===== src/rtl/scan_pkg.sv =====
package scan_pkg;

   // Serial word width from its field widths (channel, hit bit, rise, stamp, converter).
   function automatic int unsigned word_bits(input int unsigned ch_w, input int unsigned rt_w,
                                             input int unsigned ts_w, input int unsigned adc_w);
      return ch_w + 1 + rt_w + ts_w + adc_w;
   endfunction

   // Counter width able to hold values 0..n-1, at least one bit.
   function automatic int unsigned cnt_bits(input int unsigned n);
      return (n < 2) ? 1 : $clog2(n);
   endfunction

endpackage


===== src/rtl/scan_seq.sv =====
module scan_seq #(
   parameter int unsigned NUM_CH = 100,
   parameter int unsigned CH_W   = 7,
   parameter int unsigned WORD_W = 34
) (
   input  logic            clk,
   input  logic            rst_n,
   output logic            strobe_o,
   output logic [CH_W-1:0] ch_o
);
   localparam int unsigned     PH_W    = scan_pkg::cnt_bits(WORD_W);
   localparam logic [PH_W-1:0] PH_LAST = PH_W'(WORD_W - 1);
   localparam logic [CH_W-1:0] CH_LAST = CH_W'(NUM_CH - 1);

   logic [PH_W-1:0] phase_q;
   logic [CH_W-1:0] ch_q;

   always_ff @(posedge clk or negedge rst_n) begin
      if (!rst_n) begin
         phase_q <= '0;
         ch_q    <= '0;
      end else begin
         if (phase_q == PH_LAST) phase_q <= '0;
         else                    phase_q <= phase_q + PH_W'(1);
         if (phase_q == '0) begin
            if (ch_q == CH_LAST) ch_q <= '0;
            else                 ch_q <= ch_q + CH_W'(1);
         end
      end
   end

   assign strobe_o = (phase_q == '0);
   assign ch_o     = ch_q;

   // channel wraps from the last to zero
   p_wrap_r3: assert property (@(posedge clk) disable iff (!rst_n)
      (strobe_o && ch_o == CH_LAST) |=> (ch_o == '0));

   // channel only moves at a boundary
   p_hold_ch_r3: assert property (@(posedge clk) disable iff (!rst_n)
      !strobe_o |=> $stable(ch_o));

   p_phase_range_r2: assert property (@(posedge clk) disable iff (!rst_n)
      phase_q <= PH_LAST);

   generate
      if (WORD_W > 1) begin : g_gap_chk
         p_strobe_gap_r2: assert property (@(posedge clk) disable iff (!rst_n)
            strobe_o |=> !strobe_o);
      end
   endgenerate
endmodule


===== src/rtl/meta_delay.sv =====
module meta_delay #(
   parameter int unsigned META_W = 23,
   parameter int unsigned LAT    = 2
) (
   input  logic              clk,
   input  logic              rst_n,
   input  logic              adv_i,
   input  logic [META_W-1:0] meta_i,
   output logic [META_W-1:0] meta_o
);
   generate
      if (LAT == 0) begin : g_direct
         assign meta_o = meta_i;
      end else begin : g_pipe
         logic [META_W-1:0] st_q [LAT];

         always_ff @(posedge clk or negedge rst_n) begin
            if (!rst_n) begin
               for (int i = 0; i < int'(LAT); i++) st_q[i] <= '0;
            end else if (adv_i) begin
               st_q[0] <= meta_i;
               for (int i = 1; i < int'(LAT); i++) st_q[i] <= st_q[i-1];
            end
         end

         assign meta_o = st_q[LAT-1];

         // the aged entry only moves at a boundary
         p_age_hold_r6: assert property (@(posedge clk) disable iff (!rst_n)
            !adv_i |=> $stable(meta_o));
      end
   endgenerate
endmodule


===== src/rtl/word_shifter.sv =====
module word_shifter #(
   parameter int unsigned WORD_W = 34
) (
   input  logic              clk,
   input  logic              rst_n,
   input  logic              load_i,
   input  logic              valid_i,
   input  logic [WORD_W-1:0] word_i,
   output logic              ser_o,
   output logic              dv_o
);
   logic [WORD_W-1:0] sh_q;
   logic              dv_q;

   always_ff @(posedge clk or negedge rst_n) begin
      if (!rst_n) begin
         sh_q <= '0;
         dv_q <= 1'b0;
      end else if (load_i) begin
         sh_q <= valid_i ? word_i : '0;
         dv_q <= valid_i;
      end else begin
         sh_q <= {sh_q[WORD_W-2:0], 1'b0};
      end
   end

   assign ser_o = sh_q[WORD_W-1];
   assign dv_o  = dv_q;

   // valid moves only where a slot starts
   p_dv_slot_r9: assert property (@(posedge clk) disable iff (!rst_n)
      !load_i |=> $stable(dv_o));

   // line is quiet in an empty slot
   p_quiet_r4: assert property (@(posedge clk) disable iff (!rst_n)
      !dv_o |-> !ser_o);
endmodule


===== src/rtl/readout_scanner.sv =====
module readout_scanner #(
   parameter int unsigned NUM_CH  = 100,
   parameter int unsigned CH_W    = 7,
   parameter int unsigned RT_W    = 7,
   parameter int unsigned TS_W    = 7,
   parameter int unsigned ADC_W   = 12,
   parameter int unsigned ADC_LAT = 2
) (
   input  logic             clk,
   input  logic             rst_n,
   input  logic             flag_i,
   input  logic             hit_i,
   input  logic [RT_W-1:0]  rise_i,
   input  logic [TS_W-1:0]  ts_i,
   input  logic [ADC_W-1:0] adc_i,
   output logic             sample_o,
   output logic [CH_W-1:0]  mux_ch_o,
   output logic             ser_o,
   output logic             dv_o
);
   localparam int unsigned WORD_W = scan_pkg::word_bits(CH_W, RT_W, TS_W, ADC_W);
   localparam int unsigned META_W = CH_W + 1 + RT_W + TS_W + 1;

   generate
      if (NUM_CH < 2 || NUM_CH > (1 << CH_W)) begin : g_bad_ch
         $error("readout_scanner: NUM_CH does not fit CH_W");
      end
      if (META_W - 1 + ADC_W != WORD_W) begin : g_bad_word
         $error("readout_scanner: field widths inconsistent");
      end
   endgenerate

   logic [META_W-1:0] meta_now;
   logic [META_W-1:0] meta_old;
   logic [WORD_W-1:0] word;

   scan_seq #(.NUM_CH(NUM_CH), .CH_W(CH_W), .WORD_W(WORD_W)) u_seq (
      .clk      (clk),
      .rst_n    (rst_n),
      .strobe_o (sample_o),
      .ch_o     (mux_ch_o)
   );

   // flag sits in the LSB, the rest is the word prefix in send order
   assign meta_now = {mux_ch_o, hit_i, rise_i, ts_i, flag_i};

   meta_delay #(.META_W(META_W), .LAT(ADC_LAT)) u_dly (
      .clk    (clk),
      .rst_n  (rst_n),
      .adv_i  (sample_o),
      .meta_i (meta_now),
      .meta_o (meta_old)
   );

   assign word = {meta_old[META_W-1:1], adc_i};

   word_shifter #(.WORD_W(WORD_W)) u_shf (
      .clk     (clk),
      .rst_n   (rst_n),
      .load_i  (sample_o),
      .valid_i (meta_old[0]),
      .word_i  (word),
      .ser_o   (ser_o),
      .dv_o    (dv_o)
   );

   // a flagged aged entry starts a word with the channel MSB
   p_emit_r5: assert property (@(posedge clk) disable iff (!rst_n)
      (sample_o && meta_old[0]) |=> (dv_o && ser_o == $past(meta_old[META_W-1])));

   // an unflagged aged entry opens an empty slot
   p_skip_r4: assert property (@(posedge clk) disable iff (!rst_n)
      (sample_o && !meta_old[0]) |=> !dv_o);
endmodule


===== config.mk =====
export PLATFORM = sky130hd
export DESIGN_NAME = readout_scanner
export DESIGN_NICKNAME = d
export VERILOG_FILES = /design/src/rtl/scan_pkg.sv /design/src/rtl/scan_seq.sv /design/src/rtl/meta_delay.sv /design/src/rtl/word_shifter.sv /design/src/rtl/readout_scanner.sv
export SDC_FILE = /design/constraint.sdc
export NUM_CORES = 1
export LEC_CHECK = 0
export BUFFER_PORTS_ARGS = -buffer_cell sky130_fd_sc_hd__buf_2
export CORE_ASPECT_RATIO = 0.75
export CORE_MARGIN = 8
export CORE_UTILIZATION = 40
export CTS_CLUSTER_DIAMETER = 120
export DETAILED_ROUTE_END_ITERATION = 10
export GPL_TIMING_DRIVEN = 0
export HOLD_SLACK_MARGIN = 0.03
export PLACE_DENSITY_LB_ADDON = 0.25
export SETUP_SLACK_MARGIN = 0.15
export SYNTH_ARGS = -nofsm -noshare
export SYNTH_HDL_FRONTEND = slang
export SYNTH_SLANG_ARGS = --single-unit

===== constraint.sdc =====
create_clock -name clk -period 2.21 [get_ports clk]
set_clock_uncertainty 0.05 [all_clocks]
set_input_delay 0.3315 -clock clk [delete_from_list [all_inputs] [get_ports clk]]
set_output_delay 0.3315 -clock clk [all_outputs]
set_load 0.01 [all_outputs]

==> run metrics, run 1 <==
status=complete, no violations; drc violations=0; RSZ-0062 raised after global routing=no; switch share=20.5%; Clk pwr share=46.5%; most common cell after layout, fill and taps aside=dfrtp_1; Clock Sinks=94; reg2reg setup slack=320 ps; Total Die Area=13000 um2; I/O pins=40; Post-synth EDFFs=0; mux share of post-synthesis cell area=a little over an eighth; Worst R2R Start=u_seq.phase_q[1]$_DFF_PN0_; pin count of the biggest net entering global routing=73; share of layout cells above drive strength 1=31.9%; Root Driver=clkbuf_16; fraction of the mapped netlist area in adder cells=1.30%; f_max=516 MHz; Simple-Gate Fraction of Synth Area=~8.5%; predominant post-synthesis flop cell=dfrtp_1; initial core utilization=40.5%; area of the multi-input gates=between 1000 and 1500 um2; IO Port Bufs=39; Tcrit/Tclk final=87.7%; DRT iter0 DRCs=118; Clock Latency Late Sink=340 ps; die width=between 100 and 150 um; synth warn=0; worst slew pin tran=474 ps; Final GP Congestion=0.780; clock buffer depth=2; largest family of logic cells by synthesized area=multiplexers; Psw=slightly above 0.0007 W; H-tree depth=3; logic gate share of total power=3.2%; Crit Path Category=flip-flop to output port; Setup crit end kind=output port; CTS clk-pin slew, worst paths=70 ps; initial antenna violation count=0; Area Growth Syn to Fin=21.6%; FF-to-FF End=u_shf.sh_q[15]$_DFF_PN0_; # nets final=416; hpwl dp=~5 mm; DR WL/cell=14.8 um; startpoint types=flip-flop; minimum clock period=1940 ps; antenna-violating nets left=0; die height=101 um; setup tns final=0 ps; Syn Area/Cell=12.1 um2; site row count=31; register area share after synthesis=61.2%; Max Cap Violations=0; Final Max Slew Viols=0; Hold Path Stages=2; core area=roughly 9500 um2; total number of vias=~2600; Synth Area in Compound Gates=~11%; ant diodes=0; Routed WL=7.67 mm; Syn Inst Count=approximately 320; worst reg-to-reg path cell count=6; commonest non-fill, non-tap cells in the layout=dfrtp_1, o21ai_0, buf_2, mux2_2, nand2_1; total gr overflow=0; peak supply drop=0.389 mV; CTS tree=built; xor/xnor share of the synthesized area=0.911%; global router's overall resource usage=12.7%; worst setup path end=sample_o; final std cells w/o fill=around 520; flops & latches, synth=between 90 and 100; CP required=1830 ps; total CTS buffers=9; Placed Instances=491; Max-slew headroom=between 60% and 70%; Worst Setup SP=u_seq.phase_q[1]$_DFF_PN0_; setup violators final=0; mapped cell area=3840 um2; Hold Violations, Final=0; Hold Path Class=input pin to flip-flop; Crit Path Max Fanout=9; vias per cell=between 4 and 5; Int Power=about 0.0028 W; Reg area=2350 um2; syn nets=353; CP arrival=1560 ps; Fillers=874; Cell Pwr Density=around 750 nW/um2; Synth async-reset ratio=100%; drt pass-1 iters=4; vias in the first global route=~2600; part of the power in registers=about 50%; leakage power=2.16 nW; first-pass GRT wire length=13.0 mm; Synth cell types=38
==> cells by family (layout without fill, tap and decap cells) <==
| logic type | count (synthesis) | in the layout |
|---|---|---|
| AOI/OAI and AO/OA | 82 | 82 |
| xor gates and xnor gates | 4 | 4 |
| muxes | 45 | 45 |
| adders and majority gates | 4 | 4 |
| and+or+nand+nor | 61 | 61 |
| DFF | 94 | 94 |
| buffers and inverters | 29 | 96 |
==> synthesized netlist by cell type, drive strengths merged (2+ instances only) <==
library cell  number  area, um2
buf                7       51.3
nand2             35        131
a21oi              2       10.0
and3               3       18.8
dfrtp             94       2350
xnor2              2       17.5
nor3               4       30.0
ha                 4       50.1
nor2               2       7.51
xor2               2       17.5
clkbuf            14       52.6
nand4bb            2       22.5
nor2b              2       12.5
o21ai             72        360
mux2              45        507
inv                8       30.0
nand3              5       25.0
==> through the flow <==
step           instance area [um2]  worst slack (ps)  utilization [%]  power (W)  hold slack [ps]
2_1_floorplan                 3840               446                -    0.00183            -14.1
3_3_place_gp                  4210              -178             44.3    0.00190              405
3_5_place_dp                  4240              19.1             44.6    0.00191              205
4_1_cts                       4610               161             48.5    0.00355              160
5_1_grt                       4680               172             49.2    0.00364              162
6_report                      4680               271             49.2    0.00351              170
==> final cells by class <==
cell class | count | share of cell area (%)
clock buffer | 9 | 4.82
sequential | 94 | 50.3
timing repair buffer | 52 | 6.80
buffer | 21 | 2.41
multi-input combinational | 196 | 29.6
inverter | 8 | 0.749
clock inverter | 6 | 1.85
tap | 132 | 3.53
==> power groups by stage <==
| stage | clock network (W) | logic [W] | registers [W] |
|---|---|---|---|
| 2_1_floorplan | 0 | 0.0000418 | 0.00179 |
| 3_3_place_gp | 0 | 0.000107 | 0.00180 |
| 3_5_place_dp | 0 | 0.000115 | 0.00180 |
| 4_1_cts | 0.00167 | 0.000117 | 0.00176 |
| 5_1_grt | 0.00174 | 0.000131 | 0.00177 |
| 6_report | 0.00163 | 0.000113 | 0.00176 |
==> worst min-delay path by stage <==
| stage | endpoint | slack, ps | from |
|---|---|---|---|
| after global placement | u_shf.sh_q[1]$_DFF_PN0_ | 410 | u_shf.sh_q[0]$_DFF_PN0_ |
| after detailed placement | u_dly.g_pipe.st_q[39]$_DFFE_PN0N_ | 200 | rst_n |
| after global routing | u_dly.g_pipe.st_q[32]$_DFFE_PN0N_ | 160 | rise_i[1] |
| after floorplan | u_dly.g_pipe.st_q[23]$_DFFE_PN0N_ | -10 | rst_n |
| final | u_dly.g_pipe.st_q[33]$_DFFE_PN0N_ | 170 | rise_i[2] |
| after CTS | u_dly.g_pipe.st_q[33]$_DFFE_PN0N_ | 160 | rise_i[2] |
==> registers in the layout, indices dropped and copies added (netlist names) <==
register	flops
u_dly.meta_o	23
u_dly.g_pipe.st_q	23
u_shf.dv_o	1
u_seq.ch_o	7
u_seq.phase_q	6
u_shf.sh_q	34
==> layer usage <==
layer,vias to the layer above,GRT usage [%],wire length (um)
met4,0,4.32,131
met3,9,4.28,296
met1,1289,17.4,3920
li1,1232,-,-
met5,-,0,0
met2,42,18.3,3330
==> critical path, stage by stage, from the launching register on <==
cell and delay [ps]:
dfrtp_1 410, inv_2 70, ha_2 170, nor2b_4 180, nand2_4 80, inv_6 60
buf_8 120, buf_2 130
==> timing repair <==
item	in CTS	in global routing
resized for setup	9	4
hold buffers	1	0
endpoints found under the setup margin	38	4
endpoints found under the hold margin	22	0
gates cloned	0	0
pin swaps	1	0
setup buffers	3	8
Power figures use the tool's default switching activity.
==> run 2, diff against run 1 <==
--- a/config.mk
+++ b/config.mk
@@ -7,7 +7,7 @@
 export LEC_CHECK = 0
 export BUFFER_PORTS_ARGS = -buffer_cell sky130_fd_sc_hd__buf_2
 export CORE_ASPECT_RATIO = 0.75
-export CORE_MARGIN = 8
+export CORE_MARGIN = 2
 export CORE_UTILIZATION = 40
 export CTS_CLUSTER_DIAMETER = 120
 export DETAILED_ROUTE_END_ITERATION = 10
==> run 2 against run 1 <==
  * Die area fell by 20%
  * Utilization is 1.5 points higher
  * Cell count is 0.77% lower
  * Clock power hardly changed
  * Via count increased by 0.39%
  * Critical path depth decreased by 1
  * Register-to-register slack worse by 140 ps
  * Combinational power hardly changed
  * Fmax down 4.7%
  * First-iteration DRC count up 37%
  * Largest cell class unchanged
  * Flip-flop and latch count stayed put
  * Non-clock buffer count is 1 lower
==> run metrics, run 2 (synthesized netlist as in run 1, its figures left out) <==
status=complete, no violations; Worst R2R Start=u_seq.phase_q[1]$_DFF_PN0_; drc violations=0; Final Max Slew Viols=0; leakage power=2.14 nW; pin count of the biggest net entering global routing=67; Final WS setup=between 150 and 200 ps; Routed WL=7.41 mm; Tcrit/Tclk final=92.1%; Crit Path Max Fanout=10; Placed Instances=487; Cell Pwr Density=~760 nW/um2; total number of vias=2582; worst slack at placement=between 15 and 20 ps; die height=roughly 90 um; minimum clock period=2030 ps; Fillers=815; Final GP Congestion=slightly above 0.8; Area Growth Syn to Fin=21.4%; total CTS buffers=9; Clock Sinks=94; ant diodes=0; FF-to-FF End=u_shf.sh_q[15]$_DFF_PN0_; Max-slew headroom=between 60 and 70%; setup violators final=0; peak supply drop=0.402 mV; initial antenna violation count=0; CTS tree=built; Hold Path Class=input pin to flip-flop; Int Power=between 0.002 and 0.003 W; drt pass-1 iters=4; total gr overflow=0; initial core utilization=41.8%; Root Driver=clkbuf_16; antenna-violating nets left=0; Worst Setup SP=u_seq.phase_q[1]$_DFF_PN0_; Reg area=roughly 2400 um2; vias per cell=5.02; core area=around 9000 um2; max reg flops=34; worst slew pin tran=between 400 and 500 ps; area of the multi-input gates=1380 um2; hpwl dp=approximately 5 mm; CTS clk-pin slew, worst paths=~70 ps; register bank with the most flops=u_shf.sh_q; worst setup path end=u_shf.sh_q[15]$_DFF_PN0_; most common cell after layout, fill and taps aside=dfrtp_1; first-pass GRT wire length=roughly 12 mm; DRT iter0 DRCs=162; setup tns final=0 ps; Clock Latency Late Sink=340 ps; H-tree depth=3; startpoint types=flip-flop; Crit Path Category=flip-flop to flip-flop; Setup crit end kind=flip-flop; global router's overall resource usage=15.5%; final std cells w/o fill=around 510; die width=117 um; part of the power in registers=49.9%; share of layout cells above drive strength 1=a little under a third; f_max=491 MHz; reg2reg setup slack=roughly 180 ps; Max Cap Violations=0; CP arrival=2190 ps; Total Die Area=10400 um2; vias in the first global route=2450; IO Port Bufs=39; Hold Violations, Final=0; site row count=30; switch share=20.7%; RSZ-0062 raised after global routing=yes; # nets final=415; Clk pwr share=46.9%; I/O pins=40; commonest non-fill, non-tap cells in the layout=dfrtp_1, o21ai_0, buf_2, mux2_2, nand2_1; clock buffer depth=2; Psw=0.000732 W; CP required=2360 ps; DR WL/cell=14.4 um; logic gate share of total power=3.2%; worst reg-to-reg path cell count=6
[run 2: through the flow]
stage,power [W],util (%),cell area [um2],hold WS [ps]
finish,0.00354,50.7,4670,171
global route,0.00367,50.7,4670,162
CTS,0.00357,50.1,4610,165
detailed placement,0.00191,46.0,4230,243
global placement,0.00190,45.7,4200,406
floorplan,0.00183,-,3840,-14.1
[run 2: power by group through the flow]
| stage | Sequential (W) | Combinational (W) | Clock [W] |
|---|---|---|---|
| CTS | 0.00176 | 0.000118 | 0.00169 |
| global route | 0.00177 | 0.000132 | 0.00177 |
| floorplan | 0.00179 | 0.0000418 | 0 |
| detailed placement | 0.00180 | 0.000116 | 0 |
| finish | 0.00176 | 0.000113 | 0.00166 |
| global placement | 0.00180 | 0.000107 | 0 |
[run 2: final cells by class]
| cell class | instances | area share [%] |
|---|---|---|
| buffer | 21 | 2.39 |
| clock buffer | 10 | 4.91 |
| clock inverter | 6 | 2.01 |
| inverter | 8 | 0.697 |
| multi-input combinational | 196 | 29.5 |
| sequential | 94 | 50.4 |
| tap | 128 | 3.43 |
| timing repair buffer | 51 | 6.65 |
[run 2: how the worst min path moves through the flow]
| stage | start | to | slack, ps | depth (start not counted) |
|---|---|---|---|---|
| floorplan | rst_n | u_dly.g_pipe.st_q[23]$_DFFE_PN0N_ | -10 | 0 |
| global placement | u_shf.sh_q[15]$_DFF_PN0_ | u_shf.sh_q[16]$_DFF_PN0_ | 410 | 2 |
| detailed placement | rst_n | u_dly.g_pipe.st_q[40]$_DFFE_PN0N_ | 240 | 1 |
| CTS | rise_i[3] | u_dly.g_pipe.st_q[34]$_DFFE_PN0N_ | 170 | 2 |
| global route | ts_i[1] | u_dly.g_pipe.st_q[25]$_DFFE_PN0N_ | 160 | 2 |
| finish | rise_i[4] | u_dly.g_pipe.st_q[35]$_DFFE_PN0N_ | 170 | 2 |
[run 2: metal layers]
metal	vias up	share of wire, %	track usage [%]
li1	1241	-	-
met1	1284	49	22.2
met2	52	46	23.8
met3	5	4.0	4.47
met4	0	0.66	3.53
met5	-	0	0
[run 2: worst max-delay path, cell delays in order (launching register included)]
cell and delay (ps):
dfrtp_1 390, inv_1 90, ha_2 180, or4b_4 500, clkbuf_1 240, o21ai_0 320
o21ai_0 130
[run 2: timing repair]
| action | 4_1_cts | 5_1_grt |
|---|---|---|
| pin swaps | 2 | 0 |
| setup endpoints to repair | 38 | 5 |
| buffers inserted | 3 | 7 |
| gates resized for setup | 7 | 3 |
| hold buffers | 1 | 0 |
| endpoints found under the hold margin | 28 | 0 |
==> run 3, diff against run 2 <==
--- a/config.mk
+++ b/config.mk
@@ -13,7 +13,7 @@
 export DETAILED_ROUTE_END_ITERATION = 10
 export GPL_TIMING_DRIVEN = 0
 export HOLD_SLACK_MARGIN = 0.03
-export PLACE_DENSITY_LB_ADDON = 0.25
+export PLACE_DENSITY = 0.62
 export SETUP_SLACK_MARGIN = 0.15
 export SYNTH_ARGS = -nofsm -noshare
 export SYNTH_HDL_FRONTEND = slang
==> run 3 against run 2 <==
  * Final area fell by 2.2%
  * Worst hold slack got worse by 8.2 ps
  * Combinational power barely moved
  * Clock-buffer cell count did not move
==> run metrics, run 3 (synthesized netlist as in run 1, its figures left out) <==
Tcrit/Tclk final=88.4%; Hold Path Class=input pin to flip-flop; Clock Sinks=94; drc violations=0; Root Driver=clkbuf_16; Max Cap Violations=0; # nets final=409; worst slack at placement=~9.4 ps; Int Power=0.00256 W; CTS tree=built; minimum clock period=1950 ps; Routed WL=roughly 7.3 mm; vias in the first global route=between 2000 and 3000; setup tns final=0 ps; Total Die Area=10400 um2; register bank with the most flops=u_shf.sh_q; pin count of the biggest net entering global routing=between 60 and 70; hpwl dp=4.94 mm; antenna-violating nets left=0; H-tree depth=3; max reg flops=34; peak supply drop=0.402 mV; leakage power=2.09 nW; Area Growth Syn to Fin=18.7%; Final GP Congestion=about 0.8; site row count=30; RSZ-0062 raised after global routing=no; Placed Instances=487; Final WS setup=257 ps; DRT iter0 DRCs=134; Hold Path Stages=2; CTS clk-pin slew, worst paths=70 ps; IO Port Bufs=39; Reg area=2350 um2; initial antenna violation count=0; first-pass GRT wire length=~13 mm; Psw=a little over 0.0007 W; vias per cell=around 5.0; die height=88.9 um; area of the multi-input gates=1380 um2; CP arrival=1570 ps; final std cells w/o fill=508; CP required=1830 ps; Max-slew headroom=69.4%; total number of vias=~2600; share of layout cells above drive strength 1=between 20 and 30%; Crit Path Category=flip-flop to output port; drt pass-1 iters=4; ant diodes=0; DR WL/cell=between 10 and 15 um; worst reg-to-reg path cell count=6; f_max=512 MHz; Final Max Slew Viols=0; setup violators final=0; startpoint types=flip-flop; switch share=21.7%; total CTS buffers=9; Clock Latency Late Sink=340 ps; most common cell after layout, fill and taps aside=dfrtp_1; Setup crit end kind=output port; Cell Pwr Density=~720 nW/um2; Hold Violations, Final=0; logic gate share of total power=3.5%; Clk pwr share=between 40% and 50%; worst slew pin tran=460 ps; clock buffer depth=2; commonest non-fill, non-tap cells in the layout=dfrtp_1, o21ai_0, buf_2, mux2_2, nand2_1; die width=117 um; I/O pins=40; part of the power in registers=54.0%; core area=around 9000 um2; total gr overflow=0; status=complete, no violations; global router's overall resource usage=15.9%; Fillers=821; Crit Path Max Fanout=10; initial core utilization=a little over two fifths
## run 3: cell count changes in the layout (fill, tap and decap cells not counted)
cell and change:
ha_1 +1, clkinv_2 +3, bufinv_16 -2, o21ai_1 +1, o21ai_0 -1, clkbuf_1 +2
ha_2 -1, clkinvlp_4 +1, buf_4 -6, buf_1 -2, inv_6 -2
## run 3: worst max-delay path, stage by stage (launching register included)
cell	delay (ps)
dfrtp_1	390
inv_1	80
ha_1	160
nor2b_4	160
nand2_2	90
inv_4	80
buf_8	130
buf_2	130
## run 3: path summary, 6_finish.rpt
kind                                                        start                                 to  slack, ps
worst min-delay path                                      ts_i[1]  u_dly.g_pipe.st_q[25]$_DFFE_PN0N_        160
max in group asynchronous                                   rst_n            u_shf.sh_q[2]$_DFF_PN0_       1030
worst max-delay path                   u_seq.phase_q[1]$_DFF_PN0_                           sample_o        260
worst min register to register  u_dly.g_pipe.st_q[44]$_DFFE_PN0N_  u_dly.g_pipe.st_q[44]$_DFFE_PN0N_        430
worst max register to register         u_seq.phase_q[1]$_DFF_PN0_           u_shf.sh_q[15]$_DFF_PN0_        300
min in group asynchronous                                   rst_n          u_seq.ch_o[2]$_DFFE_PN0N_        440
## run 3: per-stage QoR
step | power, W | instance area (um2) | hold slack [ps] | util [%]
2_1_floorplan | 0.00183 | 3840 | -14.1 | -
3_3_place_gp | 0.00190 | 4200 | 407 | 45.7
3_5_place_dp | 0.00191 | 4230 | 275 | 46.0
4_1_cts | 0.00332 | 4560 | 152 | 49.6
5_1_grt | 0.00341 | 4560 | 161 | 49.6
6_report | 0.00327 | 4560 | 163 | 49.6
## run 3: cell type report
type	instances	area share (%)
plain buffers	21	2.44
clock buffers	10	5.02
clock inverters	6	0.850
inverters	8	0.713
multi-input cells	196	30.1
flip-flops and latches	94	51.5
well taps	128	3.51
repair buffers	45	5.81
## run 3: power by group through the flow
stage	sequential (W)	clock [W]	combinational, W
5_1_grt	0.00177	0.00151	0.000132
4_1_cts	0.00177	0.00143	0.000118
3_3_place_gp	0.00180	0	0.000107
3_5_place_dp	0.00180	0	0.000116
2_1_floorplan	0.00179	0	0.0000418
6_report	0.00176	0.00139	0.000113
## run 3: what timing repair did
item / CTS / global route
gates cloned: 0 / 0
pin swaps: 2 / 0
gates resized for setup: 7 / 1
endpoints found under the setup margin: 38 / 2
buffers inserted: 3 / 1
hold buffers: 1 / 0
hold endpoints to repair: 34 / 0
## run 3: routing by layer
layer  track usage (%)  wire, um
met4              5.45        88
met1              23.0      3570
met3              4.95       383
met5                 0         0
met2              23.0      3240
